--- src/rtl/omega_net_pkg.sv ---
package omega_net_pkg;

  localparam int unsigned DEF_PORTS  = 8;
  localparam int unsigned DEF_WORD_W = 8;

  // Perfect-shuffle target of line idx in a network of 2**lg lines:
  // left rotation of the line index by one bit.
  function automatic int unsigned shuffle_to(input int unsigned idx, input int unsigned lg);
    int unsigned msk;
    msk = (1 << lg) - 1;
    return ((idx << 1) | (idx >> (lg - 1))) & msk;
  endfunction

endpackage

--- src/rtl/omega_switch.sv ---
module omega_switch #(
  parameter int unsigned LG  = 3,
  parameter int unsigned DW  = 8,
  parameter int unsigned SEL = 2
) (
  input  logic          up_v,
  input  logic [LG-1:0] up_src,
  input  logic [LG-1:0] up_dst,
  input  logic [DW-1:0] up_dat,
  input  logic          lo_v,
  input  logic [LG-1:0] lo_src,
  input  logic [LG-1:0] lo_dst,
  input  logic [DW-1:0] lo_dat,
  output logic          n_v,
  output logic [LG-1:0] n_src,
  output logic [LG-1:0] n_dst,
  output logic [DW-1:0] n_dat,
  output logic          s_v,
  output logic [LG-1:0] s_src,
  output logic [LG-1:0] s_dst,
  output logic [DW-1:0] s_dat,
  output logic          lose_v,
  output logic [LG-1:0] lose_src
);

  logic up_bit;
  logic lo_bit;
  logic clash;

  always_comb begin
    up_bit = up_dst[SEL];
    lo_bit = lo_dst[SEL];
    clash  = up_v && lo_v && (up_bit == lo_bit);

    n_v   = 1'b0;
    n_src = '0;
    n_dst = '0;
    n_dat = '0;
    if (up_v && !up_bit) begin
      n_v   = 1'b1;
      n_src = up_src;
      n_dst = up_dst;
      n_dat = up_dat;
    end else if (lo_v && !lo_bit) begin
      n_v   = 1'b1;
      n_src = lo_src;
      n_dst = lo_dst;
      n_dat = lo_dat;
    end

    s_v   = 1'b0;
    s_src = '0;
    s_dst = '0;
    s_dat = '0;
    if (up_v && up_bit) begin
      s_v   = 1'b1;
      s_src = up_src;
      s_dst = up_dst;
      s_dat = up_dat;
    end else if (lo_v && lo_bit) begin
      s_v   = 1'b1;
      s_src = lo_src;
      s_dst = lo_dst;
      s_dat = lo_dat;
    end

    // upper input has priority, so the lower one is the loser
    lose_v   = clash;
    lose_src = lo_src;
  end

endmodule

--- src/rtl/omega_stage.sv ---
module omega_stage #(
  parameter int unsigned P   = 8,
  parameter int unsigned LG  = 3,
  parameter int unsigned DW  = 8,
  parameter int unsigned STG = 0
) (
  input  logic [P-1:0]         i_v,
  input  logic [P-1:0][LG-1:0] i_src,
  input  logic [P-1:0][LG-1:0] i_dst,
  input  logic [P-1:0][DW-1:0] i_dat,
  output logic [P-1:0]         o_v,
  output logic [P-1:0][LG-1:0] o_src,
  output logic [P-1:0][LG-1:0] o_dst,
  output logic [P-1:0][DW-1:0] o_dat,
  output logic [P-1:0]         o_busy
);

  localparam int unsigned HALF = P / 2;
  localparam int unsigned SEL  = LG - 1 - STG;

  logic [P-1:0]         sh_v;
  logic [P-1:0][LG-1:0] sh_src;
  logic [P-1:0][LG-1:0] sh_dst;
  logic [P-1:0][DW-1:0] sh_dat;
  logic [HALF-1:0]          lose_v;
  logic [HALF-1:0][LG-1:0]  lose_src;

  for (genvar i = 0; i < P; i++) begin : g_shuf
    localparam int unsigned TGT = omega_net_pkg::shuffle_to(i, LG);
    assign sh_v[TGT]   = i_v[i];
    assign sh_src[TGT] = i_src[i];
    assign sh_dst[TGT] = i_dst[i];
    assign sh_dat[TGT] = i_dat[i];
  end

  for (genvar s = 0; s < HALF; s++) begin : g_sw
    omega_switch #(.LG(LG), .DW(DW), .SEL(SEL)) u_sw (
      .up_v    (sh_v[2*s]),
      .up_src  (sh_src[2*s]),
      .up_dst  (sh_dst[2*s]),
      .up_dat  (sh_dat[2*s]),
      .lo_v    (sh_v[2*s+1]),
      .lo_src  (sh_src[2*s+1]),
      .lo_dst  (sh_dst[2*s+1]),
      .lo_dat  (sh_dat[2*s+1]),
      .n_v     (o_v[2*s]),
      .n_src   (o_src[2*s]),
      .n_dst   (o_dst[2*s]),
      .n_dat   (o_dat[2*s]),
      .s_v     (o_v[2*s+1]),
      .s_src   (o_src[2*s+1]),
      .s_dst   (o_dst[2*s+1]),
      .s_dat   (o_dat[2*s+1]),
      .lose_v  (lose_v[s]),
      .lose_src(lose_src[s])
    );
  end

  // map each loser back to a one-hot flag on its source
  always_comb begin
    o_busy = '0;
    for (int s = 0; s < HALF; s++) begin
      if (lose_v[s]) o_busy[lose_src[s]] = 1'b1;
    end
  end

endmodule

--- src/rtl/omega_net.sv ---
module omega_net #(
  parameter int unsigned P  = omega_net_pkg::DEF_PORTS,
  parameter int unsigned DW = omega_net_pkg::DEF_WORD_W,
  parameter int unsigned LG = $clog2(P)
) (
  input  logic            clk,
  input  logic            rst_n,
  input  logic [P-1:0]    in_valid,
  input  logic [P*LG-1:0] in_dst,
  input  logic [P*DW-1:0] in_data,
  output logic [P-1:0]    out_valid,
  output logic [P*DW-1:0] out_data,
  output logic [P-1:0]    in_busy
);

  // reset: asserted asynchronously, released on the clock
  logic [1:0] rst_pipe;
  logic       rst_sync;

  always_ff @(posedge clk or negedge rst_n) begin
    if (!rst_n) rst_pipe <= '0;
    else        rst_pipe <= {rst_pipe[0], 1'b1};
  end
  assign rst_sync = rst_pipe[1];

  // line bundles between columns
  logic [P-1:0]         ln_v   [LG+1];
  logic [P-1:0][DW-1:0] ln_dat [LG+1];
  logic [P-1:0][LG-1:0] ln_src [LG];
  logic [P-1:0][LG-1:0] ln_dst [LG];
  logic [P-1:0]         stg_busy [LG];
  logic [P-1:0][LG-1:0] tail_src_unused;
  logic [P-1:0][LG-1:0] tail_dst_unused;

  for (genvar i = 0; i < P; i++) begin : g_src
    assign ln_v[0][i]   = in_valid[i];
    assign ln_src[0][i] = LG'(i);
    assign ln_dst[0][i] = in_dst[i*LG +: LG];
    assign ln_dat[0][i] = in_data[i*DW +: DW];
  end

  for (genvar k = 0; k < LG; k++) begin : g_col
    if (k == LG - 1) begin : g_last
      omega_stage #(.P(P), .LG(LG), .DW(DW), .STG(k)) u_stage (
        .i_v   (ln_v[k]),
        .i_src (ln_src[k]),
        .i_dst (ln_dst[k]),
        .i_dat (ln_dat[k]),
        .o_v   (ln_v[k+1]),
        .o_src (tail_src_unused),
        .o_dst (tail_dst_unused),
        .o_dat (ln_dat[k+1]),
        .o_busy(stg_busy[k])
      );
    end else begin : g_mid
      omega_stage #(.P(P), .LG(LG), .DW(DW), .STG(k)) u_stage (
        .i_v   (ln_v[k]),
        .i_src (ln_src[k]),
        .i_dst (ln_dst[k]),
        .i_dat (ln_dat[k]),
        .o_v   (ln_v[k+1]),
        .o_src (ln_src[k+1]),
        .o_dst (ln_dst[k+1]),
        .o_dat (ln_dat[k+1]),
        .o_busy(stg_busy[k])
      );
    end
  end

  // next-state
  logic [P-1:0]    valid_d;
  logic [P-1:0]    busy_d;
  logic [P*DW-1:0] data_d;
  logic [P-1:0]    data_en;

  always_comb begin
    valid_d = ln_v[LG];
    busy_d  = '0;
    for (int k = 0; k < LG; k++) busy_d = busy_d | stg_busy[k];
    for (int j = 0; j < P; j++) data_d[j*DW +: DW] = ln_dat[LG][j];
    data_en = ln_v[LG];
  end

  // registers
  always_ff @(posedge clk or negedge rst_sync) begin
    if (!rst_sync) begin
      out_valid <= '0;
      in_busy   <= '0;
    end else begin
      out_valid <= valid_d;
      in_busy   <= busy_d;
    end
  end

  // data lanes load only when a packet arrives on them
  for (genvar j = 0; j < P; j++) begin : g_dreg
    always_ff @(posedge clk or negedge rst_sync) begin
      if (!rst_sync)       out_data[j*DW +: DW] <= '0;
      else if (data_en[j]) out_data[j*DW +: DW] <= data_d[j*DW +: DW];
    end
  end

endmodule

--- config.mk ---
export PLATFORM = sky130hd
export DESIGN_NAME = omega_net
export DESIGN_NICKNAME = d
export VERILOG_FILES = /design/src/rtl/omega_net_pkg.sv /design/src/rtl/omega_switch.sv /design/src/rtl/omega_stage.sv /design/src/rtl/omega_net.sv
export SDC_FILE = /design/constraint.sdc
export NUM_CORES = 1
export LEC_CHECK = 0
export BUFFER_PORTS_ARGS = -buffer_cell sky130_fd_sc_hd__buf_2
export CORE_UTILIZATION = 47
export DETAILED_ROUTE_END_ITERATION = 8
export HOLD_SLACK_MARGIN = 0.02
export PLACE_DENSITY = 0.82
export RECOVER_POWER = 50
export SLEW_MARGIN = 5
export SYNTH_ARGS = -nofsm -noshare
export SYNTH_HDL_FRONTEND = slang
export SYNTH_SLANG_ARGS = --single-unit
--- constraint.sdc ---
create_clock -name clk -period 2.6 [get_ports clk]
set_clock_uncertainty 0.2 [all_clocks]
set_input_delay 0.26 -clock clk [delete_from_list [all_inputs] [get_ports clk]]
set_output_delay 0.26 -clock clk [all_outputs]
set_load 0.02 [all_outputs]
# Word level (Yosys, flattened, before mapping)
# Index checks and enable logic that the tools add are counted.
totals:
  regBits: 82
  in_bits: 98
  output_inout_bits: 80
  wordCells: 327
op_classes:
  order_cmp: 16
  n_eq_ne: 12
  n_mux: 176
  bitwise_logic: 8
  reduce_logical: 104
ops:
  columns: ["cell", "n"]
  rows:
  - ["$mux W8", 57]
  - ["$logic_and A1 B1 Y1", 80]
  - ["$mux W1", 72]
  - ["$or A8 B8 Y8", 8]
  - ["$mux W3", 20]
  - ["$lt A3 B4 Y1 const B", 8]
  - ["$mux W2", 16]
  - ["$demux W1 S3", 8]
  - ["$ge A3 B1 Y1 const B", 8]
  - ["$logic_not A1 Y1", 24]
  - ["$eq A1 B1 Y1", 12]
  - ["$mux W7", 1]
  - ["$mux W6", 1]
  - ["$mux W5", 1]

# Longest topological paths before layout
# Gate-level depths: netlist (run 1).
depth:
  word_depth: 20
  ltp_mapped: 10
  ltp_nobuf: 7

# By module
# A second synthesis (run 1) with hierarchy kept.
hier_totals:
  cells_unflattened: 1394
  area_unflattened_um2: 11845.1
modules_own_cells:
  columns: ["mod", "instances", "cells_each", "area_each_um2", "seq_area_each_um2"]
  rows:
  - ["omega_switch", 12, 92, 650.6, 0.0]
  - ["omega_net", 1, 164, 3160.5, 2052.0]
  - ["omega_stage (g_col[2].g_last.u_stage)", 1, 44, 302.8, 0.0]
  - ["omega_stage (g_col[1].g_mid.u_stage)", 1, 42, 290.3, 0.0]
  - ["omega_stage (g_col[0].g_mid.u_stage)", 1, 40, 284.0, 0.0]

# Worst setup path before layout (run 1)
# No wires, ideal clock.
synth_path:
  path_type: "in2reg"
  start: "input in_dst[23]"
  end: "register in_busy[7]"
  setup_time_ns: 0.071
  t_arrival_ns: 2.043
  t_required_ns: 2.329
  slack_ns: 0.286
  stages: 8
  path_buffers: 1
  cell_sequence: "buf_2 > or3b_4 > mux2i_4 > or4b_1 > o21ai_2 > mux2i_1 > a31oi_1 > nand4_1"
synth_between:
  elab_chain_cells: 20
  elab_cells_between_ends: 109
  classes_between: "order compare (12); eq/ne (7); mux (55); bitwise (7); reduce/logical (28)"
synth_rtl:
  columns: ["item", "line_no", "source"]
  rows:
  - ["start: declaration", "omega_net.sv:9", "input logic [P*LG-1:0] in_dst,"]
  - ["$logic_not A1 Y1", "omega_switch.sv:44", "end else if (lo_v && !lo_bit) begin"]
  - ["$logic_and A1 B1 Y1", "omega_switch.sv:44", null]
  - ["$mux W2", "omega_switch.sv:44", null]
  - ["$mux W2", "omega_switch.sv:39", "if (up_v && !up_bit) begin"]
  - ["$logic_not A1 Y1", "omega_switch.sv:44", null]
  - ["$logic_and A1 B1 Y1", "omega_switch.sv:44", null]
  - ["$mux W3", "omega_switch.sv:44", null]
  - ["$mux W3", "omega_switch.sv:39", null]
  - ["(+5 left out)", null, null]
  - ["$or A8 B8 Y8 (no source line)", null, null]
  - ["$mux W8", "omega_stage.sv:63", "if (lose_v[s]) o_busy[lose_src[s]] = 1'b1;"]
  - ["$or A8 B8 Y8 (no source line)", null, null]
  - ["$mux W8", "omega_stage.sv:63", null]
  - ["$or A8 B8 Y8 (no source line)", null, null]
  - ["$mux W8", "omega_stage.sv:63", null]
  - ["$or A8 B8 Y8 (*)", "omega_net.sv:79", "for (int k = 0; k < LG; k++) busy_d = busy_d | stg_busy[k];"]
  - ["net busy_d[7]", "omega_net.sv:72", "logic [P-1:0] busy_d;"]
  - ["end signal: assignment", "omega_net.sv:91", "in_busy <= busy_d;"]
  - ["end: declaration", "omega_net.sv:13", "output logic [P-1:0] in_busy"]
# The timed path passes the listed nets; every way through them passes the cells marked *.
# A chain may end at the register's enable or synchronous reset.

# Final worst setup path (run 1)
layout_path:
  start: "input in_dst[11]"
  end: "register out_data[0]"
layout_between:
  elab_chain_cells: 11
  elab_cells_between_ends: 19
  classes_between: "mux (13); reduce/logical (6)"
layout_rtl:
  columns: ["item", "line_no", "source"]
  rows:
  - ["$logic_not A1 Y1 (*)", "omega_switch.sv:39", null]
  - ["$logic_and A1 B1 Y1 (*)", "omega_switch.sv:39", null]
  - ["$mux W2", "omega_switch.sv:39", null]
  - ["$logic_not A1 Y1", "omega_switch.sv:44", null]
  - ["$logic_and A1 B1 Y1", "omega_switch.sv:44", null]
  - ["$mux W1", "omega_switch.sv:44", null]
  - ["$mux W1", "omega_switch.sv:39", null]
  - ["$logic_not A1 Y1", "omega_switch.sv:44", null]
  - ["$logic_and A1 B1 Y1", "omega_switch.sv:44", null]
  - ["$mux W8 or $mux W1 (tied branches)", "omega_switch.sv:44", null]
  - ["$mux W8 or $mux W1 (tied branches)", "omega_switch.sv:39", null]
  - ["end signal: indexed assignment", "omega_net.sv:99", "else if (data_en[j]) out_data[j*DW +: DW] <= data_d[j*DW +: DW];"]
  - ["end: declaration", "omega_net.sv:12", "output logic [P*DW-1:0] out_data,"]
# Mark *: on every way between the ends. The rest lies on a longest branch, timed or not.

==> impl_results.md, run 1 <==
- Routed met1 length: 8430 um
- Largest net degree at the start of global routing: 42
- Least-Margin Pin Slew: 1.78 ns
- Core area: 11700 um2
- Post-synth top flop: dfrtp_1
- Placed wire-length estimate: 16800 um
- Final Non-Filler Cells: 937
- Clock Tree Buf Depth: 2
- Worst-path fanout max: 11
- CP startpoint: in_dst[11]
- Antenna-violating nets left: 0
- Top-area cell type share of the netlist area: 35.8%
- Maximum VDD drop: 0.000372 V
- Power, Total: 4.21 mW
- Die Ht: 112 um
- CP endpoint kind: flip-flop
- DR DRC count: 0
- Mapped Avg Cell Area: 9.67 um2
- Syn. warnings: 0
- Global Route Usage Sum: 33.9%
- GPL Wtd Cong: 0.990
- CTS resizes: 0
- Pre-antenna DRT Iters: 9
- Buf/Inv on CP: 2
- Min-delay src: in_valid[4]
- First DRT Iteration DRCs: 457
- Clock latency on the worst-skew pair: 0.35 ns
- Area delta synth->final: 26.7%
- WL per Instance: 22.5 um
- Most used cell, CP: mux2i_1
- CTS sink cnt: 82
- Yosys reg bits: 82
- Met3 routed WL: 1760 um
- Fraction of layout cells with a size suffix above 1: 29.1%
- CTS tree: done
- Synthesized cell area: 5730 um2
- IO Pins: 178
- Vias per inst: 6.53
- Rel. slew slack: -18.6%
- Seq/Total Area, Yosys: 35.8%
- Grt ovf: 0
- Die W: 112 um
- Max Transition Viols Final: 41
- Final period util: 91.2%
- Placed insts: 918
- Design Area, Final: 7260 um2
- Drt total wl: 21100 um
- WS Path Type: in -> reg
- Top cells by area, synth: dfrtp_1 36%, mux2i_1 17%, a22oi_1 7.6%
- CTS clk-pin slew, worst paths: 0.06 ns
- Root buf cell: clkbuf_16
- Placed cell areas: 6990 um2
- Number of global-route vias before repair: 5920
- P_leak: 3.37 nW
- Crit path time final: 2.37 ns
- Reg-to-reg startpoint: rst_pipe[1]
- Min-delay worst type: in -> reg
- Fmax: 0.422 GHz
- Critical path's top delay family: simple AND/OR/NAND/NOR gates
- Initial antenna violation count: 0
- Hold path depth: 2
- Area of the die: 12600 um2
- Commonest cells in the netlist: 98 x mux2i_1, 82 x dfrtp_1, 58 x a22oi_1, 51 x nand2_1, 34 x o22ai_1
- Unrepaired setup endpoints after global routing: false
- Vias: 6115
- Worst path max stage delay: 0.46 ns
- Max Cap Violations: 1
- Distinct cells, synth: 55
- TritonCTS buffer count: 9
- Worst R2R Path Depth: 0
- Pwr dens: 581 nW/um2
- Status: finished with violations
- Syn nets: 690
- DR top layer: met4
- Asr flop ratio synth: 100%
- Startpoint types: primary input
- Routed wire length on met2: 9860 um
- Port Buf Inserts: 177
- WP depth: 9
- CP required: 2.62 ns
- H-tree Lvls: 3
- Hold Fails Final Rpt: 0
- First-pass GRT wire length: 32400 um
- # setup viols final: 0
- Yosys top cell by area: dfrtp_1
- Slowest cell on the critical path: nor2_2
- # diodes: 0
- Rows: 39
- Initial Util: 49.1%
- Worst path arrival time: 2.39 ns
- Most numerous cell in the Yosys netlist: mux2i_1
- CP Cell Sequence: buf_2, nand2b_1, mux2i_1, or4b_1, o21ai_2, buf_12, nor2_2, mux2i_1, mux2i_1
- Failing checks: max-capacitance violations, max-slew violations
- Cells after Synth: 592
- Setup TNS: 0 ns
- Post-synth EDFFs: 0
- Nets: 887
==> report_power, final <==
part / internal [mW] / switching, mW / leakage, nW / total (mW)
clock network: 0.747 / 0.526 / 0.141 / 1.27
logic: 0.517 / 0.864 / 2.14 / 1.38
registers: 1.44 / 0.116 / 1.09 / 1.56
total: 2.71 / 1.51 / 3.37 / 4.21
==> area by class of cell <==
class	count	area, um2
clock buffer	12	236
clock inverter	4	52.6
fill	968	4410
inverter	4	15.0
multi-input combinational	470	3500
sequential	82	2050
tap	143	179
timing repair buffer	222	1220
==> cell families after synthesis <==
kind of cell,after synthesis,share of synthesized area (%)
xor+xnor,8,1.22
flops,82,35.8
compound gates,188,23.8
buf+inv,40,3.02
simple gates,149,13.7
other cells,2,0.131
mux,123,22.2
==> sequential cells by signal (all words and copies together), names as in the netlist <==
name	flops
out_data	64
in_busy	8
out_valid	8
rst_pipe	2
==> metrics by stage <==
| step | utilization, % | setup WS, ns | hold WS [ns] |
|---|---|---|---|
| 2_1_floorplan | - | 0.286 | -0.236 |
| 3_3_place_gp | 59.9 | -0.0218 | -0.155 |
| 3_5_place_dp | 59.9 | -0.0635 | -0.153 |
| 4_1_cts | 62.7 | 0.298 | 0.0215 |
| 5_1_grt | 62.2 | 0.0996 | 0.0315 |
| 6_report | 62.2 | 0.228 | 0.0225 |
==> worst paths after layout <==
| path | end | slack, ns |
|---|---|---|
| max in group asynchronous | out_valid[1] | 0.62 |
| max | out_data[0] | 0.23 |
| min reg2reg | rst_pipe[1] | 0.15 |
| min in group asynchronous | in_busy[6] | 0.55 |
| min | in_busy[4] | 0.02 |
| max reg2reg | out_valid[1] | 0.62 |
==> metal layers <==
layer  vias up  track usage, %
met5         -               0
met1      2964            42.4
met3        85            7.56
met2       370            54.9
met4         0            17.8
li1       2696               -
==> layout by cell type, fill, tap and decap left out, types with 3 or more instances in the layout <==
master	instances
nand3_1	10
dlygate4sd3_1	3
a41oi_1	4
nand2_1	51
o211ai_1	11
and3_1	8
o22ai_1	34
nand4_1	12
nor3_1	4
inv_1	4
mux2_2	23
a32oi_1	4
o21ai_2	3
buf_4	39
and2_1	5
nand3b_1	3
xnor2_1	7
or2_2	3
buf_2	139
buf_12	3
nor2_1	17
a22oi_1	58
a31oi_1	8
nand2b_1	12
clkbuf_1	41
and3b_1	7
nor2b_1	9
mux2i_1	98
o22a_1	25
dfrtp_1	82
o21ai_0	23
clkbuf_16	9
==> what timing repair did <==
action / 4_1_cts / 5_1_grt
endpoints found under the hold margin: 3 / 0
setup buffers: 0 / 0
hold buffers: 3 / 0
(Power assumes the default switching activity.)
==> inputs of run 2 (changes only) <==
PLACE_DENSITY = 0.77   (was 0.82)
==> run 2 against run 1 <==
  * The run now ends clean
  * Maximum frequency rose by 3.1%
  * Power up 4.0%
  * Worst hold slack better by 0.028 ns
  * Sequential cell count did not move
  * Clock power up 14%
  * Sequential share of layout area down 0.36 points
  * Wire length shrank 0.36%
  * Global-route usage is 0.28 points higher
  * Count of clock-buffer cells in the layout is 2 lower
  * Critical path depth shrank 2
  * Register-to-register slack improved by 0.28 ns
  * Critical path type unchanged
==> impl_results.md, run 2 (synthesized netlist as in run 1, its figures left out) <==
- Pre-antenna DRT Iters: 5 (-4)
- Placed wire-length estimate: 16900 um (+0.66%)
- Die W: 112 um (unchanged)
- Fmax: 0.435 GHz (+3.1%)
- Worst R2R Path Depth: 1 (+1)
- Clock power frac: 33.1% (+2.9 points)
- Grt ovf: 0 (unchanged)
- Top reg by flops: out_data
- Setup slack, reg-to-reg: 0.90 ns (+0.28 ns)
- Final Util: 63.0% (+0.80 points)
- Crit path time final: 2.30 ns (-0.0719 ns)
- Regs by FF count: out_data x64, in_busy x8, out_valid x8
- Maximum VDD drop: 0.000467 V (+26%)
- CP endpoint kind: flip-flop
- CTS tree: done
- P_leak: 3.43 nW (+1.7%)
- Max Cap Violations: 0 (-1)
- Rows: 39 (unchanged)
- Rel. slew slack: 8.45% (+27 points)
- Area of the die: 12600 um2 (unchanged)
- First-pass GRT wire length: 32600 um (+0.60%)
- Fill count: 1023 (+5.7%)
- Vias: 6006 (-1.8%)
- Global Route Usage Sum: 34.1% (+0.28 points)
- Most used cell, CP: nand2_1
- Int Pwr: 2.85 mW (+5.2%)
- Area delta synth->final: 28.4%
- Initial antenna violation count: 0 (unchanged)
- First DRT Iteration DRCs: 625 (+37%)
- Busiest grt layer: met2
- Most frequent cells in the layout: 139 x buf_2, 98 x mux2i_1, 82 x dfrtp_1
- # setup viols final: 0 (unchanged)
- Worst path max stage delay: 0.56 ns (+0.10 ns)
- Placed cell areas: 7040 um2 (+0.68%)
- Slowest cell on the critical path: o21ai_2
- Flop pwr share: 35.2% (-1.8 points)
- Met1 global-route usage: 46.5% (+4.2 points)
- Status: finished clean
- Least-Margin Pin Slew: 1.37 ns (-0.405 ns)
- Hold Fails Final Rpt: 0 (unchanged)
- Critical path's top delay family: compound AO/OA/AOI/OAI gates
- CP Cell Sequence: dlygate4sd3_1, buf_2, nand2_1, o31ai_1, nand2_1, o21ai_2, mux2i_1
- WS Path Type: in -> reg
- Worst path arrival time: 2.36 ns (-0.03 ns)
- Min-delay src: in_valid[4]
- Startpoint types: primary input
- Switching power total: 1.53 mW (+1.9%)
- WL per Instance: 22.3 um (-1.2%)
- Setup TNS: 0 ns (unchanged)
- Clock Tree Buf Depth: 2 (unchanged)
- Hold path depth: 2 (unchanged)
- Root buf cell: clkbuf_16
- # diodes: 0 (unchanged)
- Met2 Usage GRT: 53.1% (-1.8 points)
- Die Ht: 112 um (unchanged)
- Comb power frac: 31.7% (-1.1 points)
- Design Area, Final: 7350 um2 (+1.3%)
- Nets: 895 (+0.90%)
- Number of global-route vias before repair: 5803 (-2.0%)
- Port Buf Inserts: 177 (unchanged)
- H-tree Lvls: 3 (unchanged)
- Vias per inst: 6.36 (-2.6%)
- Pwr dens: 596 nW/um2 (+2.7%)
- IO Pins: 178 (unchanged)
- Core area: 11700 um2 (unchanged)
- DR DRC count: 0 (unchanged)
- Final period util: 88.5% (-2.8 points)
- Sw Share: 35.0% (-0.73 points)
- Max reg flops: 64 (unchanged)
- Largest net degree at the start of global routing: 51 (+21%)
- Met3 GRT Util: 7.56% (unchanged)
- Worst r2r dst: out_data[49]
- Worst-path fanout max: 9 (-2)
- Antenna-violating nets left: 0 (unchanged)
- # Post-CTS Setup Buffers: 0 (unchanged)
- Min-delay worst type: in -> reg
- Drt total wl: 21000 um (-0.36%)
- TritonCTS buffer count: 9 (unchanged)
- GPL Wtd Cong: 0.996 (+0.65%)
- CTS clk-pin slew, worst paths: 0.06 ns (about the same)
- CP required: 2.66 ns (+0.04 ns)
- Max Transition Viols Final: 0 (-100%)
- Commonest non-fill, non-tap cell in the layout: buf_2
- Worst Hold Endpoint: in_busy[4]
- Clock latency on the worst-skew pair: 0.35 ns (about the same)
- Initial Util: 49.1% (unchanged)
- Unrepaired setup endpoints after global routing: false
- Fraction of layout cells with a size suffix above 1: 30.2% (+1.1 points)
- Buf/Inv on CP: 2 (unchanged)
- CTS sink cnt: 82 (unchanged)
- Reg-to-reg startpoint: rst_pipe[1]
[run 2: changes by cell type in the layout (fill, tap and decap cells not counted), sizes merged]
cell | before | now
inv | 4 | 7
clkbuf | 50 | 48
bufinv | 1 | 2
buf | 181 | 189
clkinv | 3 | 0
clkinvlp | 0 | 1
[run 2: worst max path at each step]
stage                            from           end  slack (ns)  cells past startpoint
after global routing      in_valid[6]  out_data[16]        0.11                      7
after CTS                 in_valid[6]  out_data[20]        0.29                      7
after detailed placement    in_dst[5]  out_data[36]        0.05                      7
final                     in_valid[6]  out_data[38]        0.30                      7
after floorplan            in_dst[23]    in_busy[7]        0.29                      8
after global placement      in_dst[5]  out_data[34]        0.09                      7
[run 2: area by class of cell]
class                   instances  area [um2]  share of cell area, %
clock buffers                  10         239                   3.25
well taps                     143         179                   2.43
repair buffers                230        1270                   17.3
multi-input cells             470        3500                   47.6
inverters                       4        15.0                  0.204
clock inverters                 6        96.3                   1.31
flip-flops and latches         82        2050                   27.9
[run 2: what timing repair did]
action | CTS | global route
gates resized for setup | 0 | 0
hold endpoints to repair | 3 | 0
hold buffers | 3 | 0
[run 2: power by group through the flow]
stage | sequential (mW) | combinational [mW] | clock (mW)
2_1_floorplan | 1.77 | 0.620 | 0
3_3_place_gp | 1.56 | 1.37 | 0
3_5_place_dp | 1.56 | 1.39 | 0
4_1_cts | 1.54 | 1.40 | 1.46
5_1_grt | 1.56 | 1.49 | 1.52
6_report | 1.54 | 1.39 | 1.45
[run 2: per-layer routing]
layer	vias to the layer above	part of all wire [%]
met2	364	44
li1	2717	-
met4	0	3.3
met3	47	8.9
met1	2878	44
met5	-	0
[run 2: through the flow]
step	instances	worst slack, ns	total power, mW	hold WS (ns)
after floorplan	592	0.286	2.39	-0.236
after global placement	926	0.0934	2.93	-0.154
after detailed placement	926	0.0533	2.95	-0.150
after CTS	945	0.292	4.40	0.0400
after global routing	945	0.113	4.56	0.0500
final	945	0.300	4.38	0.0508
==> inputs of run 3 (changes only) <==
BUFFER_PORTS_ARGS = not set   (was -buffer_cell sky130_fd_sc_hd__buf_2)
CORE_UTILIZATION = 55   (was 47)
DONT_BUFFER_PORTS = 1   (was not set)
PLACE_DENSITY = 0.73   (was 0.77)
==> run 3 against run 2 <==
  * Cell area is 13% lower
  * Worst setup slack worse by 0.20 ns
  * Register-to-register slack worse by 0.07 ns
  * Wire length decreased by 6.6%
  * Power shrank 17%
  * Clock power fell by 32%
  * Sequential cell count stayed put
  * Sequential power grew 16%
  * Count of clock-buffer cells in the layout is the same
  * Maximum frequency is 8.2% lower
  * Non-clock buffer count fell by 180
  * Largest power group unchanged
==> impl_results.md, run 3 (synthesized netlist as in run 1, its figures left out) <==
- Status: finished clean
- Die W: 104 um (-7.4%)
- Worst path max stage delay: 0.59 ns (+0.03 ns)
- WS Path Type: in -> reg
- IO Pins: 178 (unchanged)
- Hold Fails Final Rpt: 0 (unchanged)
- Final Util: 64.6% (+1.6 points)
- Max Cap Violations: 0 (unchanged)
- WL per Instance: 26.0 um (+17%)
- Die Ht: 104 um (-7.4%)
- Setup slack, reg-to-reg: 0.83 ns (-0.07 ns)
- Largest net degree at the start of global routing: 48 (-5.9%)
- Core area: 9910 um2 (-15%)
- TritonCTS buffer count: 9 (unchanged)
- Global Route Usage Sum: 36.5% (+2.4 points)
- Area delta synth->final: 11.8%
- Pwr dens: 571 nW/um2 (-4.2%)
- CP startpoint: in_dst[8]
- Power, Total: 3.66 mW (-17%)
- Top reg by flops: out_data
- Placed cell areas: 6030 um2 (-14%)
- Maximum VDD drop: 0.000471 V (+0.79%)
- DR top layer: met4
- Unrepaired setup endpoints after global routing: false
- H-tree Lvls: 3 (unchanged)
- Hold path depth: 3 (+1)
- Number of global-route vias before repair: 5234 (-9.8%)
- CP endpoint kind: flip-flop
- Worst r2r dst: out_data[38]
- CP required: 2.65 ns (about the same)
- Grt ovf: 0 (unchanged)
- Worst Hold Endpoint: in_busy[7]
- Clock Tree Buf Depth: 2 (unchanged)
- Max Transition Viols Final: 0 (unchanged)
- Final period util: 96.3% (+7.9 points)
- Fraction of layout cells with a size suffix above 1: 14.6% (-16 points)
- DR DRC count: 0 (unchanged)
- Most frequent cells in the layout: 96 x mux2i_1, 82 x dfrtp_1, 58 x a22oi_1
- Slowest cell on the critical path: dlygate4sd3_1
- Max reg flops: 64 (unchanged)
- Drt total wl: 19700 um (-6.6%)
- Initial antenna violation count: 0 (unchanged)
- Least-Margin Pin Slew: 1.47 ns (+0.101 ns)
- # setup viols final: 0 (unchanged)
- First-pass GRT wire length: 30100 um (-7.5%)
- Routed wire length on met2: 9040 um (-2.5%)
- Initial Util: 57.8% (+8.7 points)
- Design Area, Final: 6400 um2 (-13%)
- Clock latency on the worst-skew pair: 0.37 ns (+0.02 ns)
- Port Buf Inserts: 0 (-100%)
- Routed met1 length: 7890 um (-14%)
- Startpoint types: primary input
- GPL Wtd Cong: 1.04 (+4.0%)
- Nets: 715 (-20%)
- Antenna-violating nets left: 0 (unchanged)
- Setup TNS: 0 ns (unchanged)
- Pre-antenna DRT Iters: 5 (unchanged)
- Rel. slew slack: 1.69% (-6.8 points)
- Rows: 36 (-7.7%)
- Fmax: 0.399 GHz (-8.2%)
- # diodes: 0 (unchanged)
- First DRT Iteration DRCs: 433 (-31%)
- CTS clk-pin slew, worst paths: 0.09 ns (+0.03 ns)
- Min-delay src: in_dst[22]
- Regs by FF count: out_data x64, in_busy x8, out_valid x8
- Min-delay worst type: in -> reg
- CTS tree: done
- Placed wire-length estimate: 15500 um (-8.1%)
- Commonest non-fill, non-tap cell in the layout: mux2i_1
- Worst R2R Path Depth: 1 (unchanged)
- Met3 routed WL: 1950 um (+4.8%)
- CTS sink cnt: 82 (unchanged)
- Vias: 5347 (-11%)
- CP Cell Sequence: and2_1, o31ai_1, nand2b_1, mux2i_1, xnor2_1, a32oi_1, o211ai_1, dlygate4sd3_1
- Area of the die: 10800 um2 (-14%)
- Vias per inst: 7.08 (+11%)
- Reg-to-reg startpoint: rst_pipe[1]
- Root buf cell: clkbuf_8
- Worst path arrival time: 2.56 ns (+0.20 ns)
- Crit path time final: 2.50 ns (+0.204 ns)
- P_leak: 2.70 nW (-21%)
- Worst-path fanout max: 10 (+1)
-- run 3: changes by cell type in the layout (fill, tap and decap cells not counted), moves of 2 or more --
cell | before | now
buf_2 | 139 | 0
buf_4 | 48 | 33
clkbuf_16 | 9 | 0
mux2i_1 | 98 | 96
clkbuf_1 | 38 | 1
dlygate4sd3_1 | 3 | 15
clkinv_4 | 0 | 2
clkbuf_8 | 1 | 9
-- run 3: worst max path at each step --
stage                     slack, ns  cells after the start           end
final                           0.1                      8    in_busy[5]
after global routing           0.01                      8    in_busy[5]
after CTS                      0.06                      8    in_busy[5]
after detailed placement       0.16                      9  out_data[20]
after global placement         0.18                      7    in_busy[7]
after floorplan                0.29                      8    in_busy[7]
-- run 3: cell type report --
class / instances / area [um2]
fillers: 832 / 3510
clock buffers: 10 / 128
multi-input cells: 470 / 3530
repair buffers: 50 / 438
clock inverters: 6 / 72.6
inverters: 4 / 15.0
flip-flops and latches: 82 / 2050
well taps: 133 / 166
-- run 3: stage by stage --
step	setup WS (ns)	hold slack (ns)	instances
2_1_floorplan	0.286	-0.236	592
3_3_place_gp	0.179	-0.236	724
3_5_place_dp	0.155	-0.236	724
4_1_cts	0.0619	0.0259	755
5_1_grt	0.0110	0.0945	755
6_report	0.0952	0.0338	755
-- run 3: power breakdown --
| part | switching (mW) | internal (mW) |
|---|---|---|
| registers | 0.347 | 1.44 |
| clock network | 0.533 | 0.455 |
| logic | 0.503 | 0.381 |
| total | 1.38 | 2.28 |
-- run 3: routing by layer --
metal  track usage [%]  vias to the layer above
met3              9.90                       53
li1                  -                     2349
met1              46.7                     2606
met5                 0                        -
met2              58.5                      339
met4              14.7                        0
-- run 3: critical path, delay by kind of cell --
kind                      cells  cell delay (ns)
muxes                         1             0.24
xor gates and xnor gates      1             0.17
and+or+nand+nor               2             0.36
buffers and inverters         1             0.59
AOI/OAI and AO/OA             3             0.93
-- run 3: repair_timing --
action                                  CTS  global route
gates resized for setup                   0             6
endpoints found under the setup margin    0             2
buffers inserted                          0             0
hold buffers                             15             0
hold endpoints to repair                  8             0
